[src/rtl/irq_prio_pkg.sv]
package irq_prio_pkg;
   localparam int NUM_SRC  = 5;
   localparam int NUM_RST  = 3;
   localparam int SRC_NMI  = 0;
   localparam int SRC_EDGE = 1;
   localparam int SRC_LVLB = 2;
   localparam int SRC_LVLC = 3;
   localparam int SRC_EXT  = 4;

   typedef enum logic [1:0] {
      LINE_NMI   = 2'd0,
      LINE_EDGE  = 2'd1,
      LINE_LEVEL = 2'd2
   } line_mode_e;
endpackage

[src/rtl/irq_line_cond.sv]
module irq_line_cond
   import irq_prio_pkg::*;
#(
   parameter line_mode_e MODE        = LINE_LEVEL,
   parameter int         SYNC_STAGES = 0
) (
   input  logic clk,
   input  logic rst_n,
   input  logic req_i,
   input  logic clr_i,
   output logic pend_o
);
   logic req_s;

   // optional input synchronizer
   generate
      if (SYNC_STAGES == 0) begin : g_nosync
         assign req_s = req_i;
      end else begin : g_sync
         logic sh [SYNC_STAGES];
         always_ff @(posedge clk or negedge rst_n) begin
            if (!rst_n) begin
               for (int k = 0; k < SYNC_STAGES; k++) sh[k] <= 1'b0;
            end else begin
               sh[0] <= req_i;
               for (int k = 1; k < SYNC_STAGES; k++) sh[k] <= sh[k-1];
            end
         end
         assign req_s = sh[SYNC_STAGES-1];
      end
   endgenerate

   generate
      if (MODE == LINE_LEVEL) begin : g_level
         logic unused_clr;
         assign unused_clr = clr_i;
         assign pend_o     = req_s;
      end else begin : g_latched
         logic prev_q, hold_q, rise;
         assign rise = req_s & ~prev_q;
         always_ff @(posedge clk or negedge rst_n) begin
            if (!rst_n) prev_q <= 1'b0;
            else        prev_q <= req_s;
         end
         if (MODE == LINE_NMI) begin : g_nmi
            // edge arms, level must persist until service
            always_ff @(posedge clk or negedge rst_n) begin
               if (!rst_n)                 hold_q <= 1'b0;
               else if (rise)              hold_q <= 1'b1;
               else if (clr_i || !req_s)   hold_q <= 1'b0;
            end
            assign pend_o = hold_q & req_s;
         end else begin : g_edge
            always_ff @(posedge clk or negedge rst_n) begin
               if (!rst_n)      hold_q <= 1'b0;
               else if (rise)   hold_q <= 1'b1;
               else if (clr_i)  hold_q <= 1'b0;
            end
            assign pend_o = hold_q;
         end
      end
   endgenerate
endmodule

[src/rtl/irq_enable_ff.sv]
module irq_enable_ff (
   input  logic clk,
   input  logic rst_n,
   input  logic boundary_i,
   input  logic set_cmd_i,
   input  logic clr_cmd_i,
   input  logic taken_i,
   output logic en_o,
   output logic window_o
);
   logic en_q, wait_q;

   // maskable lines may be granted at this boundary
   assign window_o = boundary_i & ~clr_cmd_i & (en_q | wait_q);
   assign en_o     = en_q;

   always_ff @(posedge clk or negedge rst_n) begin
      if (!rst_n) begin
         en_q   <= 1'b0;
         wait_q <= 1'b0;
      end else if (boundary_i) begin
         if (clr_cmd_i || taken_i) begin
            en_q   <= 1'b0;
            wait_q <= 1'b0;
         end else begin
            en_q   <= en_q | wait_q;
            wait_q <= set_cmd_i;
         end
      end
   end
endmodule

[src/rtl/irq_pick.sv]
module irq_pick #(
   parameter int NUM_SRC = 5,
   parameter int VEC_W   = 16,
   parameter logic [NUM_SRC*VEC_W-1:0] VEC_TABLE = '0
) (
   input  logic [NUM_SRC-1:0] cand_i,
   output logic [NUM_SRC-1:0] win_o,
   output logic               any_o,
   output logic [VEC_W-1:0]   vec_o
);
   logic [NUM_SRC:0] above;
   assign above[0] = 1'b0;

   // index 0 ranks highest
   generate
      for (genvar i = 0; i < NUM_SRC; i++) begin : g_rank
         assign win_o[i]   = cand_i[i] & ~above[i];
         assign above[i+1] = above[i] | cand_i[i];
      end
   endgenerate

   assign any_o = above[NUM_SRC];

   always_comb begin
      vec_o = '0;
      for (int i = 0; i < NUM_SRC; i++)
         if (win_o[i]) vec_o = vec_o | VEC_TABLE[i*VEC_W +: VEC_W];
   end
endmodule

[src/rtl/irq_prio_ctrl.sv]
module irq_prio_ctrl
   import irq_prio_pkg::*;
#(
   parameter int               VEC_W       = 16,
   parameter int               SYNC_STAGES = 0,
   parameter logic [VEC_W-1:0] NMI_VEC     = 'h24,
   parameter logic [VEC_W-1:0] EDGE_VEC    = 'h3C,
   parameter logic [VEC_W-1:0] LVLB_VEC    = 'h34,
   parameter logic [VEC_W-1:0] LVLC_VEC    = 'h2C
) (
   input  logic               clk,
   input  logic               rst_n,
   input  logic               nmi_req,
   input  logic               edge_req,
   input  logic               lvl_b_req,
   input  logic               lvl_c_req,
   input  logic               ext_req,
   input  logic               instr_end,
   input  logic               en_cmd,
   input  logic               dis_cmd,
   input  logic               mask_wr,
   input  logic               mask_apply,
   input  logic [2:0]         mask_val,
   input  logic               edge_clr,
   output logic [6:0]         stat_word,
   output logic               take_valid,
   output logic [4:0]         take_line,
   output logic [VEC_W-1:0]   vec_addr,
   output logic               ext_fetch,
   output logic               ack_n
);
   localparam logic [NUM_SRC*VEC_W-1:0] VEC_TABLE =
      {{VEC_W{1'b0}}, LVLC_VEC, LVLB_VEC, EDGE_VEC, NMI_VEC};

   generate
      if (VEC_W < 6) begin : g_bad_width
         $error("irq_prio_ctrl: VEC_W must be at least 6");
      end
      if (SYNC_STAGES < 0 || SYNC_STAGES > 3) begin : g_bad_sync
         $error("irq_prio_ctrl: SYNC_STAGES must be 0 to 3");
      end
   endgenerate

   logic               ien, en_window, nmi_pend, taken, any;
   logic [NUM_SRC-1:0] cand, win;
   logic [NUM_RST-1:0] rst_in, rst_pend, rst_clr;
   logic [2:0]         mask_q;
   logic [VEC_W-1:0]   vec_next;

   assign rst_in = {lvl_c_req, lvl_b_req, edge_req};

   irq_line_cond #(.MODE(LINE_NMI), .SYNC_STAGES(SYNC_STAGES)) u_nmi (
      .clk(clk), .rst_n(rst_n), .req_i(nmi_req),
      .clr_i(taken & win[SRC_NMI]), .pend_o(nmi_pend)
   );

   // three maskable vectored lines: first one edge-latched, rest level
   generate
      for (genvar j = 0; j < NUM_RST; j++) begin : g_rst
         localparam line_mode_e LM = (j == 0) ? LINE_EDGE : LINE_LEVEL;
         if (j == 0) begin : g_clr_edge
            assign rst_clr[j] = (taken & win[SRC_EDGE]) | (mask_wr & edge_clr);
         end else begin : g_clr_lvl
            assign rst_clr[j] = taken & win[1+j];
         end
         irq_line_cond #(.MODE(LM), .SYNC_STAGES(SYNC_STAGES)) u_line (
            .clk(clk), .rst_n(rst_n), .req_i(rst_in[j]),
            .clr_i(rst_clr[j]), .pend_o(rst_pend[j])
         );
         assign cand[1+j] = rst_pend[j] & ~mask_q[2-j] & en_window;
      end
   endgenerate

   assign cand[SRC_NMI] = nmi_pend & instr_end;
   assign cand[SRC_EXT] = ext_req & en_window;
   assign taken         = instr_end & any;

   irq_enable_ff u_en (
      .clk(clk), .rst_n(rst_n), .boundary_i(instr_end),
      .set_cmd_i(en_cmd), .clr_cmd_i(dis_cmd), .taken_i(taken),
      .en_o(ien), .window_o(en_window)
   );

   irq_pick #(.NUM_SRC(NUM_SRC), .VEC_W(VEC_W), .VEC_TABLE(VEC_TABLE)) u_pick (
      .cand_i(cand), .win_o(win), .any_o(any), .vec_o(vec_next)
   );

   always_ff @(posedge clk or negedge rst_n) begin
      if (!rst_n)                  mask_q <= 3'b111;
      else if (mask_wr && mask_apply) mask_q <= mask_val;
   end

   always_ff @(posedge clk or negedge rst_n) begin
      if (!rst_n) begin
         take_valid <= 1'b0;
         take_line  <= '0;
         vec_addr   <= '0;
         ext_fetch  <= 1'b0;
         ack_n      <= 1'b1;
      end else begin
         take_valid <= taken;
         take_line  <= taken ? win : '0;
         vec_addr   <= taken ? vec_next : '0;
         ext_fetch  <= taken & win[SRC_EXT];
         ack_n      <= ~(taken & win[SRC_EXT]);
      end
   end

   assign stat_word = {rst_pend[0], rst_pend[1], rst_pend[2], ien, mask_q};
endmodule

[config.mk]
export PLATFORM = sky130hd
export DESIGN_NAME = irq_prio_ctrl
export DESIGN_NICKNAME = d
export VERILOG_FILES = /design/src/rtl/irq_prio_pkg.sv /design/src/rtl/irq_line_cond.sv /design/src/rtl/irq_enable_ff.sv /design/src/rtl/irq_pick.sv /design/src/rtl/irq_prio_ctrl.sv
export SDC_FILE = /design/constraint.sdc
export NUM_CORES = 1
export LEC_CHECK = 0
export CORE_ASPECT_RATIO = 0.8
export CORE_MARGIN = 1
export CORE_UTILIZATION = 35
export DETAILED_ROUTE_END_ITERATION = 8
export DONT_BUFFER_PORTS = 1
export HOLD_SLACK_MARGIN = 0.06
export MAX_ROUTING_LAYER = met4
export PLACE_DENSITY_LB_ADDON = 0.08
export SYNTH_ARGS = -nofsm -noshare
export SYNTH_HDL_FRONTEND = slang
export SYNTH_SLANG_ARGS = --single-unit
[constraint.sdc]
create_clock -name clk -period 1.6 [get_ports clk]
set_clock_uncertainty 0.15 [all_clocks]
set_input_delay 0.48 -clock clk [delete_from_list [all_inputs] [get_ports clk]]
set_output_delay 0.48 -clock clk [all_outputs]
set_load 0.01 [all_outputs]
Word level (Yosys, flattened, before mapping)
Index checks and enable logic that the tools add are counted. Widths: inputs -> output; s select.

Flip-flop bits (word level): 33. Input port bits: 16. Output and inout bits: 31. Word-level logic and storage cells: 69.

Mux-type cells: 12. Reductions and logical operators: 6. Bitwise logic cells: 39.

Operators by type and width (count): $mux 6 (4); $and 1x1->1 (22); $mux 16 (1); $not 1->1 (11); $mux 1 (6); $or 1x1->1 (6); $mux 5 (1); $reduce_bool 2->1 (2); $logic_or 1x1->1 (2); $logic_and 1x1->1 (1); $logic_not 1->1 (1).

Depth between registers and ports, before layout
Gate-level depths: netlist (run 1).

Word-level depth: 13. Mapped depth: 3. Depth with buffers taken out: 3.

Hierarchy
A second synthesis (run 1) with hierarchy kept.

Cells, all modules: 115. Area, all modules: 1352.5 sq um.

Modules (own cells, without submodules): irq_prio_ctrl (times used 1, area an instance 929.6 sq um, sequential area each 655.6 sq um, cells an instance 66); irq_pick (times used 1, area an instance 176.4 sq um, sequential area each 0.0 sq um, cells an instance 27); irq_line_cond at g_rst[0].u_line ... (times used 2, area an instance 70.1 sq um, sequential area each 50.0 sq um, cells an instance 5); irq_enable_ff (times used 1, area an instance 91.3 sq um, sequential area each 50.0 sq um, cells an instance 10); irq_line_cond at g_rst[1].u_line ... (times used 2, area an instance 7.5 sq um, sequential area each 0.0 sq um, cells an instance 1).

Least setup slack after synthesis (run 1)
OpenSTA, ideal clock, no wires.

Kind: input-to-reg. Start: input port dis_cmd. End: register g_rst[0].u_line.g_latched.hold_q. Path buffers: 0. Stages: 3. Setup slack: 0.258 ns. Required time: 1.328 ns. Arrival time: 1.071 ns. Setup time: 0.122 ns. Path through: and2b_1 -> nand4_1 -> a32o_1.

Word-level cells in the longest chain between the ends: 12. Elaborated cells between the ends (all ways): 16. Classes of those cells: 15 x bitwise; 1 x reduce/logical.

RTL lines: start: declaration (RTL line irq_prio_ctrl.sv:20) `input logic dis_cmd,`; $not 1->1 (*) (RTL line irq_enable_ff.sv:14) `assign window_o = boundary_i & ~clr_cmd_i & (en_q | wait_q);`; $and 1x1->1 (*) (2 in series) (RTL line irq_enable_ff.sv:14); $and 1x1->1 (RTL line irq_prio_ctrl.sv:70) `assign cand[1+j] = rst_pend[j] & ~mask_q[2-j] & en_window;`; $or 1x1->1 (4 in series) (RTL line irq_pick.sv:18) `assign above[i+1] = above[i] | cand_i[i];`; $and 1x1->1 (RTL line irq_prio_ctrl.sv:76) `assign taken = instr_end & any;`; $and 1x1->1 (*) (RTL line irq_prio_ctrl.sv:62) `assign rst_clr[j] = (taken & win[SRC_EDGE]) | (mask_wr & edge_clr);`; $or 1x1->1 (*) (RTL line irq_prio_ctrl.sv:62); $reduce_bool 2->1 (no source line) (*); end signal: assignment (RTL line irq_line_cond.sv:55) `if (!rst_n) hold_q <= 1'b0;`; end signal: assignment (RTL line irq_line_cond.sv:56) `else if (rise) hold_q <= 1'b1;`; end signal: assignment (RTL line irq_line_cond.sv:57) `else if (clr_i) hold_q <= 1'b0;`; end: declaration (RTL line irq_line_cond.sv:39) `logic prev_q, hold_q, rise;`.

Mark *: on every way between the ends. The rest lies on a longest branch, timed or not. A chain may end at the register's enable or synchronous reset.

Worst setup path in the final report (run 1)
Start: register mask_q[2]. End: output port stat_word[2].

RTL lines: start: declaration (RTL line irq_prio_ctrl.sv:47) `logic [2:0] mask_q;`; start signal: assignment (RTL line irq_prio_ctrl.sv:90) `else if (mask_wr && mask_apply) mask_q <= mask_val;`; end: declaration (RTL line irq_prio_ctrl.sv:25) `output logic [6:0] stat_word,`.

No word-level cell between the ends.

==> results, run 1 <==
- The number of buffers on the longest clock path is 2.
- The register with the most flip-flops in the layout has 5 of them.
- The number of instances on the worst hold path is 1.
- The die covers 0.00277 sq mm.
- The leakage power is 0.435 nW.
- The post-CTS clock slew at the launch and capture registers of the worst setup and hold paths is 0.11 ns.
- The largest net degree at the start of global routing is 20.
- The total congestion overflow is 0.
- In this run the most critical hold path is launched from ext_req.
- The routed layout has 517 vias.
- At the pin with the least slew margin, the transition time is 0.844 ns.
- In the global route stage, overall resource usage came out at 0.121.
- The floorplan has 16 rows.
- The aggregate negative setup slack is 0 ns.
- The floorplan die height is 47.3 microns.
- The largest registers in the layout are take_line: 5 flops, mask_q: 3 flops, vec_addr: 3 flops.
- The overall power after layout is 0.913 mW.
- The number of gates resized after CTS was 0.
- The endpoint of the worst hold path is ack_n$_DFF_PN1_.
- The number of antenna diodes is 0.
- For the worst flop-to-flop path, the logic depth is 4.
- After detailed routing, the total wire length is 1400 microns.
- After filler insertion, the fill cell instance count of the layout stands at 263.
- Pin placement for this block handled 47 I/O pins.
- Dividing the detail-routed via count by the number of cells gives 4.46.
- Routability-driven placement finished with a final weighted congestion of 0.753.
- The maximum vdd drop is 633 uV.
- The fraction of the core area covered by cells at the end of the flow is 0.374.
- Counting I/O delays and the setup requirement, the final critical path takes 1.54 ns.
- Before antenna repair, the detailed router went through 4 iterations.
- At the end of the flow, the number of nets in the layout was 97.
- At the later pin of the worst-skew pair, clock insertion delay measures 0.29 ns.
- The count of synthesis-stage warnings from yosys is 0.
- The upper clock frequency limit is 648 MHz.
- Buffers placed on the I/O ports in this run total 0.
- The number of slew-limit violations in the final report is 0.
- The fraction of layout instances using a drive strength above 1 is 0.200.
- A synthesized cell averages 11.4 sq um.
- Setup repair after global routing left no endpoint under its margin.
- The number of clock buffers added by TritonCTS is 3.
- The flow ran to the end, and the final reports show no timing, DRC or antenna violations.
- The top-area cell type share of the netlist area is 0.418.
- The proportion of synthesized chip area in sequential cells is 0.536.
- The number of distinct library cell variants in the gate-level netlist after synthesis is 28.
- The synthesis-to-finish area growth is 1.81%.
- The setup path with the least slack is of type register to primary output.
- The placeable core area is 0.00244 sq mm.
- After synthesis, the cell types taking the most area are dfrtp_1 (42%), buf_4 (15%), dfstp_2 (12%).
- TritonCTS built the clock tree.
- The setup slack of the most critical reg-to-reg path is 0.17 ns.
- The floorplan step set the die width to 58.6 microns.
- The terminus of the critical flop-to-flop path is take_line[4]$_DFF_PN0_.
- The largest area contributor in the netlist is dfrtp_1.
- The total clock sinks is 19.
- The via count of the first global-routing pass is 481.
- Of all nets on the critical path, the largest fanout is 4.
- Synthesis handed over a netlist of 79 instances.
- The initial antenna violation count is 0.
- After clock tree synthesis, the setup repair step added 0 buffers.
- STA puts the critical path data required time at 0.97 ns.
- In this run the tightest slew margin relative to its limit is 0.436.
- CTS placed an instance of clkbuf_4 at the clock tree root.
- Of the available clock period, the critical path in the final layout requires 0.965.
- The areal power density over the cells is 1000 mW/mm^2.
- The critical register-to-register path startpoint is mask_q[0]$_DFFE_PN1P_.
- The class of the worst hold path is input pin to register.
- STA puts the critical path data arrival time at 0.91 ns.
- The first routing iteration left 9 violations.
- The number of hold violations in the final report is 0.
- The setup-violating endpoint count in the final report is 0.
- The global-route wire length before repair is 2260 microns.
- The mapped netlist covers 897 sq um.
- The initial core utilization is 0.367.
- The critical path capture point type is a primary output.
- Summed over all nets, the half-perimeter wirelength after detailed placement is 1100 microns.
- The total of max-cap violations is 0.
- After detailed routing, the average wire length per cell comes to 12.1 microns.
- The residual DRC count is 0.
- The hold-fix buffer count after cts is 3.
- The depth of the CTS H-tree is 1.
- The kind of start point of the critical path is a register.
- take_line holds more flip-flops than any other register.
- The number of synthesized register bits is 19.
- The detail route stage leaves a number of antenna-violating nets equal to 0.
==> worst reg2reg max path: cells and delay by family (launching register included) <==
family | cells | cell delay [ns]
flip-flops | 1 | 0.58
buffers and inverters | 1 | 0.15
AND/OR/NAND/NOR | 3 | 0.49
==> power breakdown <==
group | internal (mW) | switching, mW | leakage [nW]
registers | 0.517 | 0.0346 | 0.241
clock network | 0.0931 | 0.146 | 0.0177
logic | 0.0531 | 0.0691 | 0.176
==> stage by stage <==
| step | instances | hold WS [ns] | instance area, sq um | worst slack [ns] |
|---|---|---|---|---|
| after floorplan | 90 | 0.0344 | 938 | 0.258 |
| after global placement | 109 | 0.0348 | 856 | 0.169 |
| after detailed placement | 109 | 0.0348 | 856 | 0.156 |
| after CTS | 116 | 0.0811 | 913 | 0.0476 |
| after global routing | 116 | 0.0779 | 913 | 0.0113 |
| final | 116 | 0.0930 | 913 | 0.0558 |
==> layout by cell type (no fill, tap or decap), types with 2 or more instances in the layout <==
cell | synthesis | routed
nand3_1 | 4 | 4
dlygate4sd3_1 | 0 | 3
a21oi_1 | 2 | 2
a32o_1 | 2 | 2
inv_1 | 4 | 4
nand2_1 | 5 | 5
nor3_1 | 2 | 2
clkbuf_4 | 0 | 3
dfrtp_1 | 15 | 15
dfstp_2 | 4 | 4
mux2_2 | 3 | 3
nor2_1 | 2 | 2
conb_1 | 1 | 12
nor2b_1 | 2 | 2
==> routing by layer <==
metal	track usage	vias to the layer above	part of all wire
met2	0.182	30	0.45
met3	0.0634	0	0.11
li1	-	240	-
met4	0.0333	0	0
met1	0.143	247	0.43
met5	-	-	0
==> synth_stat cells (all sizes together) <==
library cell	count
conb	1
nor3	2
mux2	3
and3	2
nand2b	1
a21boi	1
a21oi	2
inv	4
and2b	1
nand2	5
o21ai	2
nand3	4
nor4	1
a32o	2
nand4	1
a211oi	1
dfrtp	15
nor2b	3
nor2	2
a22o	1
or2b	1
or2	1
o21a	1
buf	18
dfstp	4
==> logic make-up (layout without fill, tap and decap cells) <==
group                  count (synthesis)  in the layout  synth area share
and+or+nand+nor                       24             24             0.176
other                                  1             12           0.00418
buffers and inverters                 22             12             0.167
DFF                                   19             19             0.536
muxes                                  3              3            0.0377
AOI/OAI and AO/OA                     10             10            0.0795
==> layout make-up <==
cell class                 instances  area [sq um]  area share
inverter                           4          15.0      0.0164
tap                               36          45.0      0.0493
clock inverter                     1          5.00     0.00548
clock buffer                       3          22.5      0.0247
timing repair buffer               4          37.5      0.0411
multi-input combinational         49           308       0.337
sequential                        19           480       0.526
==> how the worst max path moves through the flow <==
stage / start / to / slack [ns] / cells past startpoint
after detailed placement: dis_cmd / g_rst[0].u_line.pend_o$_DFFE_PN0P_ / 0.16 / 3
after floorplan: dis_cmd / g_rst[0].u_line.pend_o$_DFFE_PN0P_ / 0.26 / 3
after global routing: rst_n / u_nmi.g_latched.hold_q$_DFFE_PN0P_ / 0.01 / 1
after global placement: dis_cmd / g_rst[0].u_line.pend_o$_DFFE_PN0P_ / 0.17 / 3
after CTS: mask_q[2]$_DFFE_PN1P_ / stat_word[2] / 0.05 / 0
final: mask_q[2]$_DFFE_PN1P_ / stat_word[2] / 0.06 / 0
No activity file was read; power rests on OpenSTA's default activity.
==> inputs of run 2 (changes only) <==
--- a/config.mk
+++ b/config.mk
@@ -12,5 +12,4 @@
 export DONT_BUFFER_PORTS = 1
 export HOLD_SLACK_MARGIN = 0.06
-export MAX_ROUTING_LAYER = met4
 export PLACE_DENSITY_LB_ADDON = 0.08
 export SYNTH_ARGS = -nofsm -noshare
==> constraint.sdc (replaced) <==
create_clock -name clk -period 1.6 [get_ports clk]
set_clock_uncertainty 0.15 [all_clocks]
set_input_delay 0.16 -clock clk [delete_from_list [all_inputs] [get_ports clk]]
set_output_delay 0.16 -clock clk [all_outputs]
set_load 0.01 [all_outputs]
==> results, run 2 (synthesized netlist as in run 1, its figures left out) <==
- Setup repair after global routing left no endpoint under its margin.
- The antenna violation net count after detailed routing was 0 (unchanged).
- The horizontal die dimension is 58.6 microns (unchanged).
- The fraction of layout instances using a drive strength above 1 was 0.167 (-0.0333).
- The aggregate negative setup slack is 0 ns (unchanged).
- The top fanout value on the critical path is 2 (-2).
- The areal power density over the cells is 922 mW/mm^2 (-7.7%).
- The commonest non-fill, non-tap cell in the layout is dfrtp_1.
- The initial antenna violation count was 0 (unchanged).
- The vias per cell is 4.34 (-2.6%).
- The synthesis-to-finish area growth is 13.2%.
- The floorplan die height was 47.3 microns (unchanged).
- The routed length per placed instance was 12.2 microns (+0.79%).
- The initial detailed-routing violation count was 11 (+2).
- The via count of the first global-routing pass was 498 (+3.5%).
- The classification of the worst setup path is input pin to register.
- The leakage power is 0.474 nW (+9.1%).
- The total of max-cap violations came to 0 (unchanged).
- The TritonCTS clock tree is built.
- The area of placed instances is 848 sq um (-0.88%).
- The kind of start point of the critical path is an input pin.
- Counting flops per register, the top entry is take_line.
- The largest net degree at the start of global routing is 20 (unchanged).
- The maximum vdd drop is 556 uV (-12%).
- The final RePlAce weighted congestion is 0.783 (+4.0%).
- The final wirelength is 1540 microns (+9.5%).
- The slew at the pin closest to its max-slew limit is 0.830 ns (-0.0135 ns).
- The TritonCTS buffer count is 3 (unchanged).
- The depth of the CTS H-tree is 1 (unchanged).
- The floorplan die area was 0.00277 sq mm (unchanged).
- The number of instances on the worst hold path was 3 (+2).
- The setup-violating endpoint count in the final report was 0 (unchanged).
- The count of standard-cell rows is 16 (unchanged).
- The clock period minus worst slack is 1.50 ns (-0.0413 ns).
- The library cells used most frequently in the layout, excluding fill and tap cells, are dfrtp_1 (15), dlygate4sd3_1 (14), conb_1 (12), nand2_1 (5).
- The detailed placer's ending HPWL is 1130 microns (+2.7%).
- The global-route wire length before repair is 2420 microns (+7.0%).
- The worst path arrival time is 1.55 ns (+0.64 ns).
- The number of buffers on the longest clock path is 2 (unchanged).
- The global-route usage over all layers was 0.125 (+0.00413).
- The initial core utilization came to 0.367 (unchanged).
- The post-route clock period utilization is 0.939 (-0.0258).
- The tightest min-delay check is of the input pin to register type.
- The critical path capture point type is a register.
- The clock root buffer is clkbuf_4.
- The upper clock frequency limit is 665 MHz (+2.7%).
- The total clock sinks is 19 (unchanged).
- The number of buffer cells added on primary ports is 0 (unchanged).
- The cell area after layout came to 0.00102 sq mm (+11%).
- The number of vias in the routed layout is 547 (+5.8%).
- The number of slew-limit violations in the final report is 0 (unchanged).
- The flow ran to the end, and the final reports show no timing, DRC or antenna violations.
- The placeable core area came to 0.00244 sq mm (unchanged).
- The post-CTS clock slew at the launch and capture registers of the worst setup and hold paths came to 0.11 ns (about the same).
- The count of pins on the block boundary was 47 (unchanged).
- The residual DRC count is 0 (unchanged).
- In the final layout, the registers with the most flip-flops are take_line: 5 flops, mask_q: 3 flops, vec_addr: 3 flops.
- The number of iterations in the first detailed-routing pass is 4 (unchanged).
- The critical path data required time is 1.65 ns (+0.68 ns).
- The number of cells on the worst reg-to-reg path is 3 (-1).
- The normalized max-slew margin is 0.445 (+0.00906).
- The number of flip-flops under the largest register name is 5 (unchanged).
- The total congestion overflow is 0 (unchanged).
- The number of setup buffers added after CTS is 0 (unchanged).
- The post-layout net count is 107 (+10%).
- The number of antenna diodes came to 0 (unchanged).
- The number of hold violations in the final report is 0 (unchanged).
- The latest clock arrival within the worst-skew pair is 0.29 ns (about the same).
-- run 2: cell count changes in the layout (fill, tap and decap cells not counted), sizes merged --
| cell | delta |
|---|---|
| dlygate4sd3 | +11 |
| buf | -1 |
-- run 2: layer usage --
layer  part of all wire  vias up  global-route usage
met4                  0        0              0.0286
li1                   -      257                   -
met3              0.086        0              0.0634
met1               0.45      265               0.157
met2               0.46       25               0.195
met5                  0        -                   0
-- run 2: path summary, 6_finish.rpt --
path                                                  startpoint                                  to  slack (ns)
worst max-delay path                                     mask_wr  g_rst[0].u_line.pend_o$_DFFE_PN0P_         0.1
worst min-delay path                                   instr_end              take_line[1]$_DFF_PN0_        0.12
worst max register to register             mask_q[2]$_DFFE_PN1P_               vec_addr[2]$_DFF_PN0_        0.19
worst min register to register  u_nmi.g_latched.prev_q$_DFF_PN0_  u_nmi.g_latched.hold_q$_DFFE_PN0P_        0.28
max in group asynchronous                                  rst_n                take_valid$_DFF_PN0_        0.54
min in group asynchronous                                  rst_n  g_rst[0].u_line.pend_o$_DFFE_PN0P_        0.25
-- run 2: where the power goes --
group / internal, mW / switching, mW
clock: 0.0930 / 0.149
sequential: 0.517 / 0.0344
combinational: 0.0676 / 0.0759
total: 0.677 / 0.259
-- run 2: stage by stage --
step	std cells	hold slack [ns]	worst slack, ns	utilization	total power, mW
detailed placement	108	-0.285	0.200	0.347	0.666
global placement	108	-0.285	0.238	0.347	0.665
finish	126	0.115	0.0971	0.416	0.937
CTS	126	0.102	0.120	0.416	0.961
global route	126	0.114	0.0504	0.416	1.00
floorplan	90	-0.286	0.323	-	0.681
-- run 2: layout make-up --
class	instances	area [sq um]
Fill cell	249	1430
Clock buffer	3	22.5
Timing Repair Buffer	14	140
Clock inverter	1	5.00
Multi-Input combinational cell	49	308
Inverter	4	15.0
Sequential cell	19	480
Tap cell	36	45.0
-- run 2: what timing repair did --
item / 4_1_cts / 5_1_grt
hold buffers: 14 / 0
resized for setup: 0 / 0
hold endpoints to repair: 38 / 0
-- run 2: worst max-delay path, stage by stage --
cell	delay (ns)
dlygate4sd3_1	0.54
nand2_1	0.05
dlygate4sd3_1	0.55
a32o_1	0.25
